===== src/rtl/rsplit_pkg.sv =====
package rsplit_pkg;

    typedef enum logic {
        PH_FILL = 1'b0,
        PH_EMIT = 1'b1
    } phase_e;

    // Quantised twiddle component: round(trig(pi*k/n) * 2^(tw-2)), halves up
    function automatic int twid_q(input int k, input int n, input int tw, input bit want_sin);
        real ang;
        real v;
        real scale;
        scale = 1.0;
        for (int i = 0; i < tw - 2; i++) begin
            scale = scale * 2.0;
        end
        ang = 3.141592653589793 * real'(k) / real'(n);
        v   = want_sin ? $sin(ang) : $cos(ang);
        return $rtoi($floor(v * scale + 0.5));
    endfunction

endpackage


===== src/rtl/rsplit_ctrl.sv =====
module rsplit_ctrl
    import rsplit_pkg::*;
#(
    parameter int N  = 16,
    localparam int IW = $clog2(N)
) (
    input  logic          clk,
    input  logic          rst,
    input  logic          in_valid,
    output logic          wr_en,
    output logic [IW-1:0] wr_addr,
    output logic          emit,
    output logic [IW-1:0] bin_k
);

    localparam logic [IW-1:0] LAST = IW'(N - 1);

    phase_e        phase;
    logic [IW-1:0] cnt;

    always_ff @(posedge clk) begin
        if (rst) begin
            phase <= PH_FILL;
            cnt   <= '0;
        end else begin
            unique case (phase)
                PH_FILL: begin
                    if (in_valid) begin
                        cnt <= cnt + IW'(1);
                        if (cnt == LAST) begin
                            phase <= PH_EMIT;
                        end
                    end
                end
                PH_EMIT: begin
                    cnt <= cnt + IW'(1);
                    if (cnt == LAST) begin
                        phase <= PH_FILL;
                    end
                end
                default: phase <= PH_FILL;
            endcase
        end
    end

    always_comb begin
        wr_en   = (phase == PH_FILL) && in_valid;
        wr_addr = cnt;
        emit    = (phase == PH_EMIT);
        bin_k   = cnt;
    end

    AST_FILL_HOLD: assert property (@(posedge clk) disable iff (rst)
        (phase == PH_FILL && !in_valid) |=> $stable(cnt));

    AST_EMIT_RUN: assert property (@(posedge clk) disable iff (rst)
        (phase == PH_EMIT && cnt != LAST) |=> (phase == PH_EMIT));

endmodule


===== src/rtl/rsplit_frame_buf.sv =====
module rsplit_frame_buf #(
    parameter int N  = 16,
    parameter int DW = 16,
    localparam int IW = $clog2(N),
    localparam int EW = 2 * DW
) (
    input  logic          clk,
    input  logic          wr_en,
    input  logic [IW-1:0] wr_addr,
    input  logic [DW-1:0] wr_re,
    input  logic [DW-1:0] wr_im,
    input  logic [IW-1:0] rd_k,
    output logic [EW-1:0] rd_a,
    output logic [EW-1:0] rd_b
);

    logic [EW-1:0] mem [N];
    logic [IW-1:0] partner;

    always_ff @(posedge clk) begin
        if (wr_en) begin
            mem[wr_addr] <= {wr_re, wr_im};
        end
    end

    // (N - k) mod N for a power-of-two N
    always_comb begin
        partner = ~rd_k + IW'(1);
        rd_a    = mem[rd_k];
        rd_b    = mem[partner];
    end

endmodule


===== src/rtl/rsplit_split_calc.sv =====
module rsplit_split_calc
    import rsplit_pkg::*;
#(
    parameter int N  = 16,
    parameter int DW = 16,
    parameter int TW = 16,
    localparam int IW = $clog2(N),
    localparam int EW = 2 * DW,
    localparam int HW = DW + 1,
    localparam int AW = DW + TW + 3,
    localparam int OW = DW + 2
) (
    input  logic                 clk,
    input  logic                 rst,
    input  logic                 emit,
    input  logic [IW-1:0]        bin_k,
    input  logic [EW-1:0]        za,
    input  logic [EW-1:0]        zb,
    output logic                 out_valid,
    output logic [IW-1:0]        out_idx,
    output logic signed [OW-1:0] out_lo_re,
    output logic signed [OW-1:0] out_lo_im,
    output logic signed [OW-1:0] out_hi_re,
    output logic signed [OW-1:0] out_hi_im
);

    typedef struct packed {
        logic signed [DW-1:0] re;
        logic signed [DW-1:0] im;
    } samp_t;

    typedef struct packed {
        logic signed [HW-1:0] hr;
        logic signed [HW-1:0] hi;
        logic signed [HW-1:0] gr;
        logic signed [HW-1:0] gi;
    } parts_t;

    localparam logic signed [AW-1:0] RND = AW'(1) <<< (TW - 2);

    logic signed [TW-1:0] cos_tab [N];
    logic signed [TW-1:0] sin_tab [N];

    for (genvar g = 0; g < N; g++) begin : g_tw
        localparam int CQ = twid_q(g, N, TW, 1'b0);
        localparam int SQ = twid_q(g, N, TW, 1'b1);
        assign cos_tab[g] = TW'(CQ);
        assign sin_tab[g] = TW'(SQ);
    end

    samp_t                a, b;
    parts_t               pt;
    logic signed [TW-1:0] c, s;
    logic signed [AW-1:0] pr, pim, hr_s, hi_s;
    logic signed [OW-1:0] lo_re_n, lo_im_n, hi_re_n, hi_im_n;

    always_comb begin
        a     = samp_t'(za);
        b     = samp_t'(zb);
        pt.hr = HW'(a.re) + HW'(b.re);
        pt.hi = HW'(a.im) - HW'(b.im);
        pt.gr = HW'(a.im) + HW'(b.im);
        pt.gi = HW'(b.re) - HW'(a.re);
        c     = cos_tab[bin_k];
        s     = sin_tab[bin_k];
        pr    = AW'(c) * AW'(pt.gr) + AW'(s) * AW'(pt.gi);
        pim   = AW'(c) * AW'(pt.gi) - AW'(s) * AW'(pt.gr);
        hr_s  = AW'(pt.hr) <<< (TW - 2);
        hi_s  = AW'(pt.hi) <<< (TW - 2);
        lo_re_n = OW'((hr_s + pr  + RND) >>> (TW - 1));
        lo_im_n = OW'((hi_s + pim + RND) >>> (TW - 1));
        hi_re_n = OW'((hr_s - pr  + RND) >>> (TW - 1));
        hi_im_n = OW'((hi_s - pim + RND) >>> (TW - 1));
    end

    always_ff @(posedge clk) begin
        if (rst) begin
            out_valid <= 1'b0;
            out_idx   <= '0;
            out_lo_re <= '0;
            out_lo_im <= '0;
            out_hi_re <= '0;
            out_hi_im <= '0;
        end else begin
            out_valid <= emit;
            out_idx   <= bin_k;
            out_lo_re <= lo_re_n;
            out_lo_im <= lo_im_n;
            out_hi_re <= hi_re_n;
            out_hi_im <= hi_im_n;
        end
    end

    AST_DC_REAL: assert property (@(posedge clk) disable iff (rst)
        (out_valid && out_idx == '0) |-> (out_lo_im == '0 && out_hi_im == '0));

    AST_IDX_STEP: assert property (@(posedge clk) disable iff (rst)
        (out_valid && out_idx != IW'(N - 1)) |=> (out_valid && out_idx == $past(out_idx) + IW'(1)));

    AST_IDX_START: assert property (@(posedge clk) disable iff (rst)
        $rose(out_valid) |-> (out_idx == '0));

endmodule


===== src/rtl/rsplit_post.sv =====
module rsplit_post #(
    parameter int N  = 16,
    parameter int DW = 16,
    parameter int TW = 16,
    localparam int IW = $clog2(N),
    localparam int EW = 2 * DW,
    localparam int OW = DW + 2
) (
    input  logic                 clk,
    input  logic                 rst,
    input  logic                 in_valid,
    input  logic signed [DW-1:0] in_re,
    input  logic signed [DW-1:0] in_im,
    output logic                 out_valid,
    output logic [IW-1:0]        out_idx,
    output logic signed [OW-1:0] out_lo_re,
    output logic signed [OW-1:0] out_lo_im,
    output logic signed [OW-1:0] out_hi_re,
    output logic signed [OW-1:0] out_hi_im
);

    logic          wr_en;
    logic [IW-1:0] wr_addr;
    logic          emit;
    logic [IW-1:0] bin_k;
    logic [EW-1:0] za, zb;

    rsplit_ctrl #(.N(N)) u_ctrl (
        .clk      (clk),
        .rst      (rst),
        .in_valid (in_valid),
        .wr_en    (wr_en),
        .wr_addr  (wr_addr),
        .emit     (emit),
        .bin_k    (bin_k)
    );

    rsplit_frame_buf #(.N(N), .DW(DW)) u_buf (
        .clk     (clk),
        .wr_en   (wr_en),
        .wr_addr (wr_addr),
        .wr_re   (in_re),
        .wr_im   (in_im),
        .rd_k    (bin_k),
        .rd_a    (za),
        .rd_b    (zb)
    );

    rsplit_split_calc #(.N(N), .DW(DW), .TW(TW)) u_calc (
        .clk       (clk),
        .rst       (rst),
        .emit      (emit),
        .bin_k     (bin_k),
        .za        (za),
        .zb        (zb),
        .out_valid (out_valid),
        .out_idx   (out_idx),
        .out_lo_re (out_lo_re),
        .out_lo_im (out_lo_im),
        .out_hi_re (out_hi_re),
        .out_hi_im (out_hi_im)
    );

    AST_RST_QUIET: assert property (@(posedge clk)
        rst |=> !out_valid);

endmodule


===== config.mk =====
export PLATFORM = sky130hd
export DESIGN_NAME = rsplit_post
export DESIGN_NICKNAME = d
export VERILOG_FILES = /design/src/rtl/rsplit_pkg.sv /design/src/rtl/rsplit_ctrl.sv /design/src/rtl/rsplit_frame_buf.sv /design/src/rtl/rsplit_split_calc.sv /design/src/rtl/rsplit_post.sv
export SDC_FILE = /design/constraint.sdc
export NUM_CORES = 2
export LEC_CHECK = 0
export CAP_MARGIN = 0
export CORE_UTILIZATION = 65
export DETAILED_ROUTE_END_ITERATION = 16
export DONT_BUFFER_PORTS = 1
export GPL_TIMING_DRIVEN = 0
export PLACE_DENSITY = 0.81
export SYNTH_ARGS = -nofsm -noshare
export SYNTH_HDL_FRONTEND = slang
export SYNTH_SLANG_ARGS = --single-unit
export TNS_END_PERCENT = 5

===== constraint.sdc =====
create_clock -name clk -period 19.44 [get_ports clk]
set_input_delay 1.944 -clock clk [delete_from_list [all_inputs] [get_ports clk]]
set_output_delay 1.944 -clock clk [all_outputs]
set_load 0.02 [all_outputs]

==> Yosys cells after proc, flatten, opt, wreduce, memory -nomap -nowiden <==
Memory sizes are Yosys's and may differ from the RTL's. A register that Yosys moved wholly into a read port is not among the register bits.
Index checks and enable logic that the tools add are counted.
{ "classes": {"add_sub_neg": 16, "mul": 4, "order_cmp": 1, "n_eq_ne": 2, "muxes": 14, "bitwise_logic": 3, "n_reduce_logical": 1} }
{ "op_table": {"columns": ["cell", "n"], "rows": [
  ["$add A33 B16 Y33 const B", 4],
  ["$mul A16 B17 Y33", 4],
  ["$add A31 B33 Y33", 2],
  ["$sub A31 B33 Y33", 2],
  ["$mux W16", 4],
  ["$add A16 B16 Y17", 2],
  ["$sub A16 B16 Y17", 2],
  ["$add A33 B33 Y33", 1],
  ["$sub A33 B33 Y33", 1],
  ["$mux W4", 3],
  ["$add A4 B1 Y4 const B", 2],
  ["$pmux W4 S2", 1],
  ["$ge A5 B5 Y1 const B", 1],
  ["$mux W1", 5],
  ["$not A4 Y5", 1],
  ["$eq A4 B4 Y1 const B", 1],
  ["$not A4 Y4", 1],
  ["$ne A2 B2 Y1 const B", 1],
  ["$pmux W1 S2", 1],
  ["$logic_and A1 B1 Y1", 1],
  ["$not A1 Y1", 1]
]} }
{ "word_totals": {"regBits": 82, "ramBits": 512, "mem_bits_ro": 512, "input_bits": 35, "out_inout_bits": 77, "n_memories": 3} }
{ "mem_list": {"columns": ["memory", "words", "word_bits", "rd", "rd_clocked_by_memory_dff", "wr", "line", "source"], "rows": [
  ["u_buf.mem", 16, 32, 2, 1, 1, "rsplit_frame_buf.sv:17", "logic [EW-1:0] mem [N];"],
  ["(no name shown)", 16, 16, 1, 0, 0, "rsplit_split_calc.sv:65", "s = sin_tab[bin_k];"],
  ["(no name shown)", 16, 16, 1, 0, 0, "rsplit_split_calc.sv:64", "c = cos_tab[bin_k];"]
]} }

==> Logic depth before layout (Yosys ltp) <==
{ "depth": {"word_depth": 8, "ltp_mapped": 64, "ltp_nobuf": 57} }

==> Hierarchy <==
From an unflattened synthesis, not the netlist that was laid out.
{ "unflattened": {"hier_cells": 7139, "hier_area_um2": 73814.5} }
{ "by_module_without_submodules": {"columns": ["mod", "n_inst", "cells_each", "area_each_um2"], "rows": [
  ["rsplit_split_calc", 1, 5701, 49877.8],
  ["rsplit_frame_buf", 1, 1411, 23695.2],
  ["rsplit_ctrl", 1, 27, 241.5]
]} }

==> Worst setup path before layout <==
OpenSTA, ideal clock, no wires.
{ "synth_path": {"path_kind": "register to register", "startpoint": "register u_ctrl.cnt[0], in the netlist u_ctrl.bin_k[0]", "endpoint": "register u_calc.out_lo_re[17]", "setup_ps": 128, "t_arrival_ps": 14585, "required_ps": 19312, "slack_ps": 4727, "stages_incl_launch_ff": 57, "path_buffers": 8, "period_less_slack_ps": 14713, "path_cell_list": "dfxtp_1 -> clkbuf_1 -> buf_1 -> inv_1 -> ha_1 -> clkbuf_1 -> clkbuf_1 -> clkbuf_1 -> mux4_2 -> mux4_2 -> ha_1 -> buf_2 -> nor2b_1 -> o21ai_1 -> a21boi_1 -> o21ai_1 -> a21oi_1 -> o21ai_1 -> [... 21 more ...] -> nor4b_1 -> nor2_1 -> a21o_1 -> a21o_1 -> a21o_1 -> a21oi_1 -> xnor2_1 -> ha_1 -> ha_1 -> and2_1 -> a22o_1 -> a311oi_2 -> o31ai_1 -> a31oi_1 -> mux2i_1 -> a211oi_1 -> xor2_1 -> nor2_1"} }
{ "synth_via": {"elab_chain_cells": 8, "word_cells_on_any_way": 18} }
{ "synth_rtl": {"columns": ["item", "line", "source"], "rows": [
  ["start, declared", "rsplit_ctrl.sv:19", "logic [IW-1:0] cnt;"],
  ["start signal, assigned", "rsplit_ctrl.sv:29", "cnt <= cnt + IW'(1);"],
  ["start signal, assigned", "rsplit_ctrl.sv:36", "cnt <= cnt + IW'(1);"],
  ["$not A4 Y4 / $not A4 Y5 (equally long branches)", "rsplit_frame_buf.sv:28, rsplit_split_calc.sv:64, rsplit_split_calc.sv:65", null],
  ["$add A4 B1 Y4, or another cell as far along", "rsplit_frame_buf.sv:28", "partner = ~rd_k + IW'(1);"],
  ["$mem_v2 Z16 W32, or another cell as far along", null, null],
  ["$add A16 B16 Y17, or another cell as far along", "rsplit_split_calc.sv:62", "pt.gr = HW'(a.im) + HW'(b.im);"],
  ["$mul A16 B17 Y33", "rsplit_split_calc.sv:66", "pr = AW'(c) * AW'(pt.gr) + AW'(s) * AW'(pt.gi);"],
  ["$add A33 B33 Y33", "rsplit_split_calc.sv:66", null],
  ["$add A31 B33 Y33 (*)", "rsplit_split_calc.sv:70", "lo_re_n = OW'((hr_s + pr + RND) >>> (TW - 1));"],
  ["$add A33 B16 Y33 (*)", "rsplit_split_calc.sv:70", null],
  ["end signal, assigned", "rsplit_split_calc.sv:87", "out_lo_re <= lo_re_n;"],
  ["end, declared", "rsplit_split_calc.sv:21", "output logic signed [OW-1:0] out_lo_re,"]
]} }
Every way passes the cells marked *; elsewhere a longest branch is shown, timed or not. The select of a mux whose other input is x is not followed.
A chain may end at the register's enable or synchronous reset.

==> Final worst setup path <==
{ "layout_path": {"startpoint": "register u_ctrl.cnt[0], in the netlist u_ctrl.bin_k[0]", "endpoint": "register u_calc.out_hi_im[15]"} }
{ "layout_via": {"elab_chain_cells": 8, "word_cells_on_any_way": 18} }
{ "layout_rtl": {"columns": ["item", "line", "source"], "rows": [
  ["$not A4 Y4 / $not A4 Y5 (equally long branches)", "rsplit_frame_buf.sv:28, rsplit_split_calc.sv:64, rsplit_split_calc.sv:65", null],
  ["$add A4 B1 Y4, or another cell as far along", "rsplit_frame_buf.sv:28", null],
  ["$mem_v2 Z16 W32, or another cell as far along", null, null],
  ["$sub A16 B16 Y17, or another cell as far along", "rsplit_split_calc.sv:63", "pt.gi = HW'(b.re) - HW'(a.re);"],
  ["$mul A16 B17 Y33", "rsplit_split_calc.sv:67", "pim = AW'(c) * AW'(pt.gi) - AW'(s) * AW'(pt.gr);"],
  ["$sub A33 B33 Y33", "rsplit_split_calc.sv:67", null],
  ["$sub A31 B33 Y33 (*)", "rsplit_split_calc.sv:73", "hi_im_n = OW'((hi_s - pim + RND) >>> (TW - 1));"],
  ["$add A33 B16 Y33 (*)", "rsplit_split_calc.sv:73", null],
  ["end signal, assigned", "rsplit_split_calc.sv:90", "out_hi_im <= hi_im_n;"],
  ["end, declared", "rsplit_split_calc.sv:24", "output logic signed [OW-1:0] out_hi_im"]
]} }
Marks and branches as above.

==> results <==
- The detailed router put a total of 87,910 um of wire on met1.
- The final setup TNS is 0 ps.
- The startpoint of the worst setup timing path is u_ctrl.bin_k[0].
- Among the stages of the critical path, the cell type that occurs most often is fa_1.
- Setup violations remaining at the end of the flow were counted as 0.
- The count of unresolved DRC violations after routing is 0.
- For this run, the register share of the synthesized area comes to 0.2334.
- The type of the worst min-delay path is flip-flop to flip-flop.
- The number of distinct library cell variants in the gate-level netlist after synthesis is a little over 80.
- The die covers 114,000 um2.
- The initial utilization of the core area, before any placement, comes to 0.6591.
- After detailed placement, the design holds a cell count of 8,246.
- The netlist area before placement is 73,250 um2.
- The required time of the critical path is 19,980 ps.
- The count of final hold-check violations is 0.
- Summed over all layers, the global routing overflow is 0.
- Of all nets on the critical path, the largest fanout is 10.
- Buffers added to address setup during post-CTS repair amount to 0.
- The initialized floorplan defines approximately 120 standard-cell rows.
- The worst setup path is of the flip-flop to flip-flop kind.
- The final-stage net count is 8,564.
- The finished cells cover around 78,000 um2.
- During placement, the flow inserted port buffers numbering 0.
- The cell type with the highest aggregate area in the netlist is fa_1.
- The worst setup path is launched from a flip-flop.
- The routed length on met2 is around 120,000 um.
- The number of vias after detailed routing is around 57,000.
- The die is 337.7 um tall.
- The fraction of post-synthesis cell area in the top cell type by area is 0.3231.
- The die outline width is 337.7 um.
- In this run, CTS created clock tree buffers numbering 58.
- For the pin with the worst max-slew slack, the measured transition is 1545 ps.
- In this run, the number of DRC markers left after iteration 0 of detailed routing was 7,797.
- The iteration count of the initial detailed-routing pass is 7.
- On the worst path, the slowest cell contributes a delay of 890 ps.
- The worst-skew pair later-pin latency is 710 ps.
- Dividing the detail-routed wire length by the instance count gives 33.46 um.
- TritonCTS built the clock tree.
- The most used flip-flop cell after synthesis is edfxtp_1.
- Setup repair after global routing left no endpoint under its margin.
- The placed wire-length estimate is 209,600 um.
- The number of hold-repair buffers added at the cts stage is 0.
- The floorplan step defined a core boundary enclosing 111,100 um2.
- The H-tree generated during clock tree synthesis spans 2 levels.
- The global-route wire length before repair is 399,100 um.
- The synthesized area per cell is roughly 11 um2.
- The total wire length is 280,100 um.
- Compared with the post-synthesis result, the final layout area differs by 6.918%.
- The synthesized design contains 598 register bits.
- The routed design uses 40,450 um of met3 wire.
- Summing all placed instances gives a cell area of 76,210 um2.
- Leaving out fill and tap cells, the most frequent cell in the layout is inv_1.
- The proportion of layout cells with a drive suffix above 1 is 0.08564.
- The number of enable-type register cells in the synthesized netlist is 512.
- The critical path arrival is 19,500 ps.
- Ranked by total cell area, the synthesized netlist is headed by fa_1 (32%), edfxtp_1 (21%), mux4_2 (9.8%).
- STA classifies the critical path endpoint as a flip-flop.
- The root buffer cell chosen for the clock tree is clkbuf_16.
- The clock arrives with 78.89 ps of skew.
- The number of global-route vias before repair was 58,230.
- The async set-or-reset flop fraction in the synthesized netlist is 0.
- The finished layout holds 8,372 standard cells, fillers aside.
- Of the available clock period, the critical path in the final layout requires 0.9751.
- Routability-driven placement finished with a final weighted congestion of ~1.1.
- The count of warnings emitted by yosys is 0.
- In the layout the commonest cells are inv_1 (1,418), fa_1 (1,182), nor2_1 (744).
- The checks that failed: max-capacitance violations, max-slew violations.
- The worst hold path begins at u_ctrl.emit.
- Measured against its own limit, the worst slew margin works out to -0.03697.
- The highest routed metal layer is met5.
- The synthesized instance count is 6,705.
- The maximum buffer depth of the clock tree is 3.
- The number of nets in the synthesized netlist is 8,448.
- The post-detailed-route count of antenna-violating nets is 0.
- The initial antenna violation count is 26.
- The number of clock sinks is between 500 and 600.
- The flow ran to the end, but the final reports show violations.
- The pin count of the biggest net entering global routing is 24.
- The total count of max-transition violations in the final report is 54.
- The worst path in the final design needs a cycle of 18,960 ps, including I/O delays and setup.
- 112 I/O pins were placed.
- The per-cell via count in the routed design is 6.778.
- The max-capacitance violation count is 11.
- The startpoint of the lowest-slack register-to-register path is u_ctrl.bin_k[0].
- Clock-pin slew was measured on the worst setup and hold paths at roughly 70 ps.
- Derived from the worst setup path, the maximum achievable clock frequency is 52.75 MHz.
- The largest individual stage delay along the critical path comes from the cell clkbuf_1.
- For this run, the total global-route usage over all layers was measured as 0.5069.
==> worst max-delay path, delay by kind of cell, from the launching register on <==
| kind | cells | cell delay [ps] |
|---|---|---|
| fa+ha+maj | 13 | 5960 |
| compound gates | 15 | 4690 |
| buf+inv | 14 | 4300 |
| simple gates | 7 | 1460 |
| mux | 2 | 990 |
| xor+xnor | 2 | 850 |
| flops | 1 | 490 |
==> cell families (layout without fill, tap and decap cells) <==
logic type	after synthesis	in the layout	share of synthesized area
flip-flops	598	598	0.2334
multiplexers	326	326	0.09925
other	0	18	0
adder cells (fa/ha/maj)	1708	1708	0.4129
AO/OA/AOI/OAI	525	525	0.04817
XOR/XNOR	231	231	0.02762
AND/OR/NAND/NOR	1579	1579	0.08942
buffers and inverters	1738	1899	0.08922
==> sequential cells by signal, summed over array words and instances, names as in the netlist, named ones only <==
register / cells
u_calc.out_hi_im: 18
u_calc.out_idx: 4
u_ctrl.emit: 1
u_calc.out_lo_im: 18
u_calc.out_hi_re: 18
u_calc.out_lo_re: 18
u_ctrl.bin_k: 4
u_calc.out_valid: 1
u_buf.mem: 512
==> metrics by stage <==
step | setup slack [ps] | util | hold slack [ps]
CTS | 333.2 | 0.7036 | 533.5
finish | 484.2 | 0.7047 | 577.2
floorplan | 4727 | - | 482.7
detailed placement | -365.0 | 0.6858 | 586.4
global route | 104.3 | 0.7043 | 554.7
global placement | 274.4 | 0.6759 | 533.2
==> routing by layer <==
| layer | vias up | track usage |
|---|---|---|
| met1 | 28090 | 0.6000 |
| met5 | - | 0.005106 |
| met3 | 1728 | 0.1786 |
| met2 | 5225 | 0.7402 |
| met4 | 20 | 0.4339 |
| li1 | 21680 | - |
==> worst paths after layout <==
| kind | endpoint | slack (ps) | cells after the start |
|---|---|---|---|
| max reg2reg | u_calc.out_hi_im[15] | 480 | 53 |
| min reg2reg | u_calc.out_valid | 580 | 1 |
| min | u_calc.out_valid | 580 | 1 |
| max | u_calc.out_hi_im[15] | 480 | 53 |
==> timing repair <==
action,4_1_cts,5_1_grt
setup endpoints to repair,11,18
hold endpoints to repair,0,0
gates resized for setup,5,21
==> synth_stat cells, drive strengths merged (52+ instances only) <==
library cell	number
inv	1418
fa	1182
nor2	758
nand2	547
ha	526
edfxtp	512
mux4	320
clkbuf	262
xnor2	161
a21oi	134
o21ai	89
dfxtp	86
nor3	74
xor2	70
buf	57
a21o	54
nand2b	52
==> cell type report <==
cell class,instances,area (um2)
fillers,7733,32810
clock inverters,38,462.9
inverters,1419,5326
multi-input cells,4369,49990
flip-flops and latches,598,17100
clock buffers,67,1485
repair buffers,56,814.5
diodes,18,45.04
well taps,1488,1862
plain buffers,319,1231
Power is left out: the tool's default activity adds up to more than one toggle a clock period on the data nets, which glitch-free logic cannot reach.
